===== src/rtl/ssc_pkg.sv =====
package ssc_pkg;
  typedef enum logic [1:0] {
    SLEW_HOLD = 2'd0,
    SLEW_UP   = 2'd1,
    SLEW_DOWN = 2'd2
  } slew_dir_e;
endpackage


===== src/rtl/ssc_angle_fold.sv =====
// Folds a full-turn angle code into the first quadrant, matching the angle
// of a vector whose real and imaginary parts were replaced by magnitudes.
module ssc_angle_fold #(
  parameter int ANG_W = 10
) (
  input  logic [ANG_W-1:0] code,
  output logic [ANG_W-2:0] folded
);
  localparam int AW = ANG_W - 1;
  localparam int QW = ANG_W - 2;
  localparam logic [AW-1:0] QUARTER = AW'(1) << QW;

  logic [AW-1:0] offs;
  logic          mirror;

  assign offs   = {1'b0, code[QW-1:0]};
  assign mirror = code[QW];
  assign folded = mirror ? (QUARTER - offs) : offs;
endmodule


===== src/rtl/ssc_amp_step.sv =====
// One integration step of the stator current amplitude, slip-angle driven.
module ssc_amp_step #(
  parameter int W  = 16,
  parameter int AW = 9,
  parameter int GW = 12,
  parameter int SH = 4
) (
  input  logic signed [W-1:0]  amp_cur,
  input  logic        [GW-1:0] ki,
  input  logic        [AW-1:0] ang_ref,
  input  logic        [AW-1:0] ang_eq,
  input  logic signed [W-1:0]  lim_lo,
  input  logic signed [W-1:0]  lim_hi,
  output logic signed [W-1:0]  amp_nxt
);
  localparam int PRW = GW + AW + 2;
  localparam int SW  = ((PRW > W) ? PRW : W) + 1;

  logic signed [AW:0]     ang_err;
  logic signed [PRW-1:0]  prod;
  logic signed [PRW-1:0]  incr;
  logic signed [SW-1:0]   raw;

  assign ang_err = $signed({1'b0, ang_ref}) - $signed({1'b0, ang_eq});
  assign prod    = PRW'($signed({1'b0, ki})) * PRW'(ang_err);

  generate
    if (SH == 0) begin : g_noshift
      assign incr = prod;
    end else begin : g_shift
      assign incr = prod >>> SH;
    end
  endgenerate

  assign raw = SW'(amp_cur) + SW'(incr);

  always_comb begin
    if (raw < SW'(lim_lo))      amp_nxt = lim_lo;
    else if (raw > SW'(lim_hi)) amp_nxt = lim_hi;
    else                        amp_nxt = raw[W-1:0];
  end
endmodule


===== src/rtl/ssc_freq_slew.sv =====
// One slew step of the stator electrical angular frequency toward its target.
module ssc_freq_slew
  import ssc_pkg::*;
#(
  parameter int W  = 16,
  parameter int AW = 9,
  parameter int GW = 12,
  parameter int SH = 4,
  parameter int PW = 3
) (
  input  logic signed [W-1:0]  frq_cur,
  input  logic signed [W-1:0]  spd_ref,
  input  logic        [PW-1:0] pairs,
  input  logic signed [W-1:0]  slip,
  input  logic        [GW-1:0] k1,
  input  logic        [GW-1:0] k2,
  input  logic        [AW-1:0] ang_eq,
  input  logic        [AW-1:0] ang_thr,
  output logic signed [W-1:0]  frq_nxt,
  output slew_dir_e            dir
);
  localparam int TW = W + PW + 2;
  localparam int DW = W + 1;
  localparam int MW = GW + AW + 3;
  localparam logic signed [TW-1:0] TMAX = TW'((1 << (W - 1)) - 1);
  localparam logic signed [TW-1:0] TMIN = TW'(-(1 << (W - 1)));

  logic signed [TW-1:0] tgt_wide;
  logic signed [W-1:0]  tgt;
  logic signed [DW-1:0] err;
  logic        [DW-1:0] err_abs;
  logic signed [AW:0]   chi;
  logic signed [MW-1:0] kprod;
  logic signed [MW-1:0] mag;
  logic        [MW-1:0] stp;

  assign tgt_wide = TW'(spd_ref) * TW'($signed({1'b0, pairs})) + TW'(slip);

  always_comb begin
    if (tgt_wide > TMAX)      tgt = TMAX[W-1:0];
    else if (tgt_wide < TMIN) tgt = TMIN[W-1:0];
    else                      tgt = tgt_wide[W-1:0];
  end

  assign err     = DW'(tgt) - DW'(frq_cur);
  assign err_abs = err[DW-1] ? DW'(-err) : DW'(err);

  always_comb begin
    if (err > 0)      dir = SLEW_UP;
    else if (err < 0) dir = SLEW_DOWN;
    else              dir = SLEW_HOLD;
  end

  assign chi   = $signed({1'b0, ang_eq}) - $signed({1'b0, ang_thr});
  assign kprod = MW'($signed({1'b0, k1})) * MW'(chi);

  always_comb begin
    if (chi > 0) mag = (kprod >>> SH) + MW'($signed({1'b0, k2}));
    else         mag = MW'($signed({1'b0, k2}));
  end

  assign stp = (MW'(err_abs) > mag) ? mag : MW'(err_abs);

  always_comb begin
    unique case (dir)
      SLEW_UP:   frq_nxt = frq_cur + W'(stp);
      SLEW_DOWN: frq_nxt = frq_cur - W'(stp);
      default:   frq_nxt = frq_cur;
    endcase
  end
endmodule


===== src/rtl/slip_slew_ctrl.sv =====
module slip_slew_ctrl
  import ssc_pkg::*;
#(
  parameter int W     = 16,
  parameter int ANG_W = 10,
  parameter int GW    = 12,
  parameter int SH    = 4,
  parameter int PW    = 3
) (
  input  logic                 clk,
  input  logic                 rst_n,
  input  logic                 in_valid,
  output logic                 in_ready,
  input  logic signed [W-1:0]  speed_ref,
  input  logic        [PW-1:0] pole_pairs,
  input  logic signed [W-1:0]  slip_ref,
  input  logic [ANG_W-1:0]     alpha_code,
  input  logic [ANG_W-2:0]     alpha_ref,
  input  logic [ANG_W-2:0]     alpha_min,
  input  logic [GW-1:0]        gain_ki,
  input  logic [GW-1:0]        gain_k1,
  input  logic [GW-1:0]        gain_k2,
  input  logic signed [W-1:0]  is_min,
  input  logic signed [W-1:0]  is_max,
  output logic                 out_valid,
  input  logic                 out_ready,
  output logic signed [W-1:0]  is_amp,
  output logic signed [W-1:0]  w_es
);
  localparam int AW = ANG_W - 1;

  logic [AW-1:0]       alpha_q;
  logic signed [W-1:0] amp_nxt;
  logic signed [W-1:0] frq_nxt;
  slew_dir_e           slew_dir;
  logic                accept;
  logic signed [W-1:0] amp_q;
  logic signed [W-1:0] frq_q;
  logic                ov_q;

  ssc_angle_fold #(.ANG_W(ANG_W)) fold_i (
    .code   (alpha_code),
    .folded (alpha_q)
  );

  ssc_amp_step #(.W(W), .AW(AW), .GW(GW), .SH(SH)) amp_i (
    .amp_cur (amp_q),
    .ki      (gain_ki),
    .ang_ref (alpha_ref),
    .ang_eq  (alpha_q),
    .lim_lo  (is_min),
    .lim_hi  (is_max),
    .amp_nxt (amp_nxt)
  );

  ssc_freq_slew #(.W(W), .AW(AW), .GW(GW), .SH(SH), .PW(PW)) frq_i (
    .frq_cur (frq_q),
    .spd_ref (speed_ref),
    .pairs   (pole_pairs),
    .slip    (slip_ref),
    .k1      (gain_k1),
    .k2      (gain_k2),
    .ang_eq  (alpha_q),
    .ang_thr (alpha_min),
    .frq_nxt (frq_nxt),
    .dir     (slew_dir)
  );

  assign in_ready = !ov_q || out_ready;
  assign accept   = in_valid && in_ready;

  always_ff @(posedge clk) begin
    if (!rst_n) begin
      amp_q <= is_min;
      frq_q <= slip_ref;
      ov_q  <= 1'b0;
    end else begin
      if (accept) begin
        amp_q <= amp_nxt;
        frq_q <= frq_nxt;
        ov_q  <= 1'b1;
      end else if (out_ready) begin
        ov_q  <= 1'b0;
      end
    end
  end

  assign out_valid = ov_q;
  assign is_amp    = amp_q;
  assign w_es      = frq_q;
endmodule


===== config.mk =====
export PLATFORM = sky130hd
export DESIGN_NAME = slip_slew_ctrl
export DESIGN_NICKNAME = d
export VERILOG_FILES = /design/src/rtl/ssc_pkg.sv /design/src/rtl/ssc_angle_fold.sv /design/src/rtl/ssc_amp_step.sv /design/src/rtl/ssc_freq_slew.sv /design/src/rtl/slip_slew_ctrl.sv
export SDC_FILE = /design/constraint.sdc
export NUM_CORES = 1
export LEC_CHECK = 0
export BUFFER_PORTS_ARGS = -buffer_cell sky130_fd_sc_hd__buf_2
export CAP_MARGIN = 20
export CELL_PAD_IN_SITES_DETAIL_PLACEMENT = 1
export CELL_PAD_IN_SITES_GLOBAL_PLACEMENT = 1
export CORE_ASPECT_RATIO = 1.25
export CORE_MARGIN = 2
export CORE_UTILIZATION = 50
export CTS_CLUSTER_SIZE = 25
export DETAILED_ROUTE_END_ITERATION = 8
export PLACE_DENSITY_LB_ADDON = 0.1
export SLEW_MARGIN = 40
export SYNTH_ARGS = -nofsm -noshare
export SYNTH_HDL_FRONTEND = slang
export SYNTH_SLANG_ARGS = --single-unit

===== constraint.sdc =====
create_clock -name clk -period 44.1 [get_ports clk]
set_input_delay 4.41 -clock clk [delete_from_list [all_inputs] [get_ports clk]]
set_output_delay 4.41 -clock clk [all_outputs]
set_load 0.02 [all_outputs]

==> Yosys cells after proc, flatten, opt, wreduce, memory -nomap -nowiden <==
Index checks and enable logic that the tools add are counted.
{ "word_totals": {"register_bits": 33, "inputBits": 135, "output_inout_bits": 34, "word_cells": 50} }
{ "op_classes": {"addsub": 10, "multipliers": 3, "order_cmp": 8, "n_eq_ne": 4, "n_mux": 17, "reduce_logical": 5} }
{ "ops": {"columns": ["op", "n"], "rows": [
  ["$mux W16", 9],
  ["$mul A13 B10 Y23", 2],
  ["$pmux W16 S2", 1],
  ["$gt A17 B24 Y1", 1],
  ["$mux W24", 1],
  ["$add A20 B16 Y21", 1],
  ["$gt A21 B16 Y1 const B", 1],
  ["$lt A21 B16 Y1 const B", 1],
  ["$add A16 B19 Y20", 1],
  ["$add A19 B13 Y20", 1],
  ["$gt A20 B16 Y1", 1],
  ["$lt A20 B16 Y1", 1],
  ["$mul A16 B4 Y20", 1],
  ["$sub A9 B9 Y10", 2],
  ["$gt A17 B1 Y1 const B", 1],
  ["$lt A17 B1 Y1 const B", 1],
  ["$mux W17", 1],
  ["$neg A17 Y17", 1],
  ["$sub A16 B16 Y17", 1],
  ["$add A16 B16 Y16", 1],
  ["$sub A16 B16 Y16", 1],
  ["$gt A10 B1 Y1 const B", 1],
  ["$mux W9", 1],
  ["$sub A9 B8 Y9 const A", 1],
  ["11 further kinds", 13]
]} }

==> Depth between registers and ports, before layout <==
{ "logic_depth": {"ltp_word": 14, "ltp_mapped": 69, "ltp_nobuf": 66} }

==> Hierarchy <==
Synthesis repeated with hierarchy kept, for this count alone.
{ "unflattened": {"hier_cells": 2446, "hier_area_um2": 19779.0} }
{ "modules_own_cells": {"columns": ["mod", "instances", "cells_per_inst", "area_per_inst_um2", "seq_area_each_um2"], "rows": [
  ["ssc_freq_slew", 1, 1471, 11205.7, 0.0],
  ["ssc_amp_step", 1, 878, 6854.1, 0.0],
  ["slip_slew_ctrl", 1, 73, 1540.2, 980.9],
  ["ssc_angle_fold", 1, 24, 178.9, 0.0]
]} }

==> Worst setup path before layout <==
OpenSTA, ideal clock, no wires.
{ "synth_timing": {"path_kind": "input port to flip-flop", "startpoint": "input port alpha_code[0]", "endpoint": "register frq_q[14], in the netlist w_es[14], data pin", "setup_ns": 0.256, "arrival_time_ns": 16.900, "required_time_ns": 43.844, "slack_ns": 26.944, "stages": 62, "n_path_buf": 3, "path_cell_list": "inv_1 > ha_1 > nand2b_1 > xnor2_1 > ha_1 > nor2b_1 > o21a_1 > o21a_1 > o31ai_1 > and2_0 > clkbuf_1 > nand2_1 > fa_1 > fa_1 > inv_1 > fa_1 > fa_1 > inv_1 > (+26 left out) > inv_1 > ha_1 > nor2_1 > xnor2_1 > ha_1 > nor2b_1 > o21ai_0 > a21oi_1 > o21ai_0 > a21boi_0 > o21ai_0 > a21boi_0 > o21ai_0 > a21boi_0 > o21ai_0 > a211oi_1 > or3_1 > a31o_2"} }
{ "synth_between": {"elab_chain_len": 12, "word_cells_on_any_way": 14, "cone_classes": "add/sub: 5; mul: 1; order compare: 2; mux: 6"} }
{ "synth_lines": {"columns": ["item", "line", "rtl"], "rows": [
  ["from (decl)", "slip_slew_ctrl.sv:17", "input logic [ANG_W-1:0] alpha_code,"],
  ["$sub A9 B8 Y9", "ssc_angle_fold.sv:18", "assign folded = mirror ? (QUARTER - offs) : offs;"],
  ["$mux W9 *", "ssc_angle_fold.sv:18", null],
  ["$sub A9 B9 Y10 *", "ssc_freq_slew.sv:54", "assign chi = $signed({1'b0, ang_eq}) - $signed({1'b0, ang_thr});"],
  ["$mul A13 B10 Y23", "ssc_freq_slew.sv:55", "assign kprod = MW'($signed({1'b0, k1})) * MW'(chi);"],
  ["$add A19 B13 Y20", "ssc_freq_slew.sv:58", "if (chi > 0) mag = (kprod >>> SH) + MW'($signed({1'b0, k2}));"],
  ["$mux W24 *", "ssc_freq_slew.sv:58", null],
  ["$gt A17 B24 Y1", "ssc_freq_slew.sv:62", "assign stp = (MW'(err_abs) > mag) ? mag : MW'(err_abs);"],
  ["$mux W16 *", "ssc_freq_slew.sv:62", null],
  ["$sub A16 B16 Y16 / $add A16 B16 Y16 (equally long branches)", "ssc_freq_slew.sv:67, ssc_freq_slew.sv:66", null],
  ["$pmux W16 S2 *", "ssc_freq_slew.sv:65", "unique case (dir)"],
  ["$mux W16 *", "slip_slew_ctrl.sv:78", "if (accept) begin"],
  ["$mux W16 *", "slip_slew_ctrl.sv:73", "if (!rst_n) begin"],
  ["to (signal assigned)", "slip_slew_ctrl.sv:75", "frq_q <= slip_ref;"],
  ["to (signal assigned)", "slip_slew_ctrl.sv:80", "frq_q <= frq_nxt;"],
  ["to (decl)", "slip_slew_ctrl.sv:38", "logic signed [W-1:0] frq_q;"]
]} }
Mark *: on every way between the ends. The rest lies on a longest branch, timed or not. The select of a mux whose other input is x is not followed.
A chain may end at the register's enable or synchronous reset.

==> Worst setup path in the final report <==
{ "layout_timing": {"startpoint": "input port alpha_code[2]", "endpoint": "register frq_q[14], in the netlist w_es[14], data pin"} }
Same word-level chain as after synthesis.

==> impl_metrics.tcl <==
set metrics [dict create \
    final.setup.tns_ns 0 \
    cts_tree "done" \
    fmax_mhz 52.2 \
    overflow 0 \
    place_hpwl_um 47600 \
    fin_crit_ns 19.15 \
    finalSetupViolCount 0 \
    synth_top_area_share_pct 20.7 \
    die_x_um 179 \
    vias 16900 \
    detail_route.drc_violations 0 \
    outcome "completed" \
    rsz0062_at_grt "false" \
    ys_types 87 \
    avgRoutedWirePerCell_um 18.1 \
    synth-edff-count 32 \
    period_share_pct 43.4 \
    viasPerCell 5.60 \
    tightest_slew_ns 0.829 \
    synth_common_cells "inv_1, ha_1, nand2_1, fa_1, nor2_1" \
    initialDrtViolationCount 523 \
    clk_pin_slew_ns 0.06 \
    start_util_pct 50.4 \
    synth-seq-cells 33 \
    antenna_found_initial 11 \
    hold_start "out_valid$_SDFFE_PN0P_" \
    cts_hold_buf 0 \
    ff2ff_path_depth 40 \
    clock_latency_ns 0.30 \
    startpoint "alpha_code[2]" \
    synth_nets 3047 \
    boundaryPins 169 \
    postCtsSetupRepairBufs 0 \
    grt_start_max_net_pins 48 \
    finalHoldViolCount 0 \
    yosys.area.top_type "fa_1" \
    dieArea_mm2 0.0398 \
    htree_levels 2 \
    yosysSeqAreaShare_pct 5.13 \
    maxCapViolations 0 \
    syn-mean-instance-area_um2 7.97 \
    r2r_start "w_es[0]$_DFFE_PP_" \
    crit_type "in -> reg" \
    cp_slowest_stage_delay_ns 0.57 \
    cts.path.max_buffers 2 \
    syn2layout_area_growth_pct 7.88 \
    cts_made_buffers 5 \
    worst_setup_path_end_kind "flip-flop" \
    rrSetupSlack_ns 34.48 \
    maxSlewHeadroom_pct 44.2 \
    synthFlopType "edfxtp_1" \
    r2r_end "w_es[14]$_DFFE_PP_" \
    min_path_type "reg -> reg" \
    worstPathRequired_ns 44.16 \
    final_nets 3165 \
    fillCellCount 4777 \
    cts-root-buf "clkbuf_16" \
    postCtsResizedCells 0 \
    slew_viol_final 0 \
    ant_nets 0 \
    grt_pass1_vias 18500 \
    ys_async_sr_fraction_pct 0 \
    timing.critical_path.to "w_es[14]$_DFFE_PP_" \
    critical_path.max_fanout 47 \
    grt_pass1_wl_um 91200 \
    yosysMostFrequentCell "inv_1" \
    skew_ns 0.00888 \
    wirelength_um 54400 \
    worstPathArrival_ns 19.21 \
    gp_congestion 0.951 \
    grt_usage_pct 28.2 \
    drive_above_1_share_pct 9.81 \
    place_inst 3001 \
    synthCells 2398 \
    instances_no_fill 3015 \
    synth_area_mm2 0.0191 \
    ys_warn_count 0 \
    clock_sinks 33 \
    first_pass_iters 5 \
    cp-start-kind "input pin" \
    synth_area_leaders "fa_1, ha_1, inv_1, edfxtp_1, xnor2_1" \
    die_h_um 223 \
    coreArea_mm2 0.0379 \
    num_rows 80 \
    portBuffers 167 \
    crit_slowest_cell "nor2_1" \
]
## flip-flops by register name (all words and copies together) (netlist names)
register   cells
is_amp        16
out_valid      1
w_es          16
## area by class of cell
class	instances	area [µm²]	share of cell area (%)
Multi-Input combinational cell	1904	16500	79.9
Clock buffer	5	125	0.607
Antenna cell	6	15.0	0.0728
Clock inverter	3	17.5	0.0850
Tap cell	492	616	2.99
Sequential cell	33	981	4.76
Timing Repair Buffer	178	918	4.46
Inverter	394	1480	7.17
## critical path: cells and delay by family
family	cells	cell delay, ns
adder cells (fa/ha/maj)	11	4.51
AO/OA/AOI/OAI	21	4.26
XOR/XNOR	4	0.81
multiplexers	1	0.31
AND/OR/NAND/NOR	17	3.64
buffers and inverters	7	1.20
## layer usage
metal	share of wire (%)	wire length [µm]	vias up	global-route usage, %
li1	-	-	8230	-
met1	41	22300	8317	33.0
met2	52	28300	250	52.0
met3	3.0	1610	91	3.01
met4	3.9	2150	10	11.0
met5	0.11	59	-	0
## logic make-up (layout without fill, tap and decap cells)
kind of cell,Yosys count,after routing,share of synthesized area (%)
adders and majority gates,514,514,41.4
buffers and inverters,461,580,9.23
muxes,51,51,2.74
and+or+nand+nor,766,766,20.3
xor gates and xnor gates,130,130,6.06
other,0,6,0
AOI/OAI and AO/OA,443,443,15.1
DFF,33,33,5.13
## through the flow
step           setup slack [ns]  utilization, %  hold WS, ns  area [µm²]
2_1_floorplan             26.94               -        0.757       19100
3_3_place_gp              25.02            53.7        0.523       20400
3_5_place_dp              24.65            53.9        0.543       20400
4_1_cts                   24.88            54.3        0.550       20600
5_1_grt                   23.73            54.3        0.588       20600
6_report                  24.95            54.3        0.552       20600
## layout by cell type (no fill, tap or decap), types with 32 or more instances in the layout
| master | n |
|---|---|
| nand3_1 | 37 |
| edfxtp_1 | 32 |
| xnor2_1 | 92 |
| nand2_1 | 208 |
| mux2i_1 | 40 |
| buf_2 | 167 |
| ha_1 | 316 |
| nor3_1 | 41 |
| inv_1 | 393 |
| a21oi_1 | 129 |
| o21a_1 | 32 |
| nor2b_1 | 47 |
| nand2b_1 | 45 |
| fa_1 | 198 |
| and2_1 | 111 |
| nor2_1 | 152 |
| a21o_1 | 46 |
| o21ai_0 | 85 |
## how the worst min path moves through the flow
stage	endpoint	slack, ns	depth (start not counted)
3_3_place_gp	out_valid$_SDFFE_PN0P_	0.52	2
5_1_grt	out_valid$_SDFFE_PN0P_	0.59	2
2_1_floorplan	out_valid$_SDFFE_PN0P_	0.76	2
6_report	out_valid$_SDFFE_PN0P_	0.55	2
4_1_cts	out_valid$_SDFFE_PN0P_	0.55	2
3_5_place_dp	out_valid$_SDFFE_PN0P_	0.54	2
Power is not shown: default switching activity piles up to over one toggle a cycle in this logic, so the estimate is an artifact.
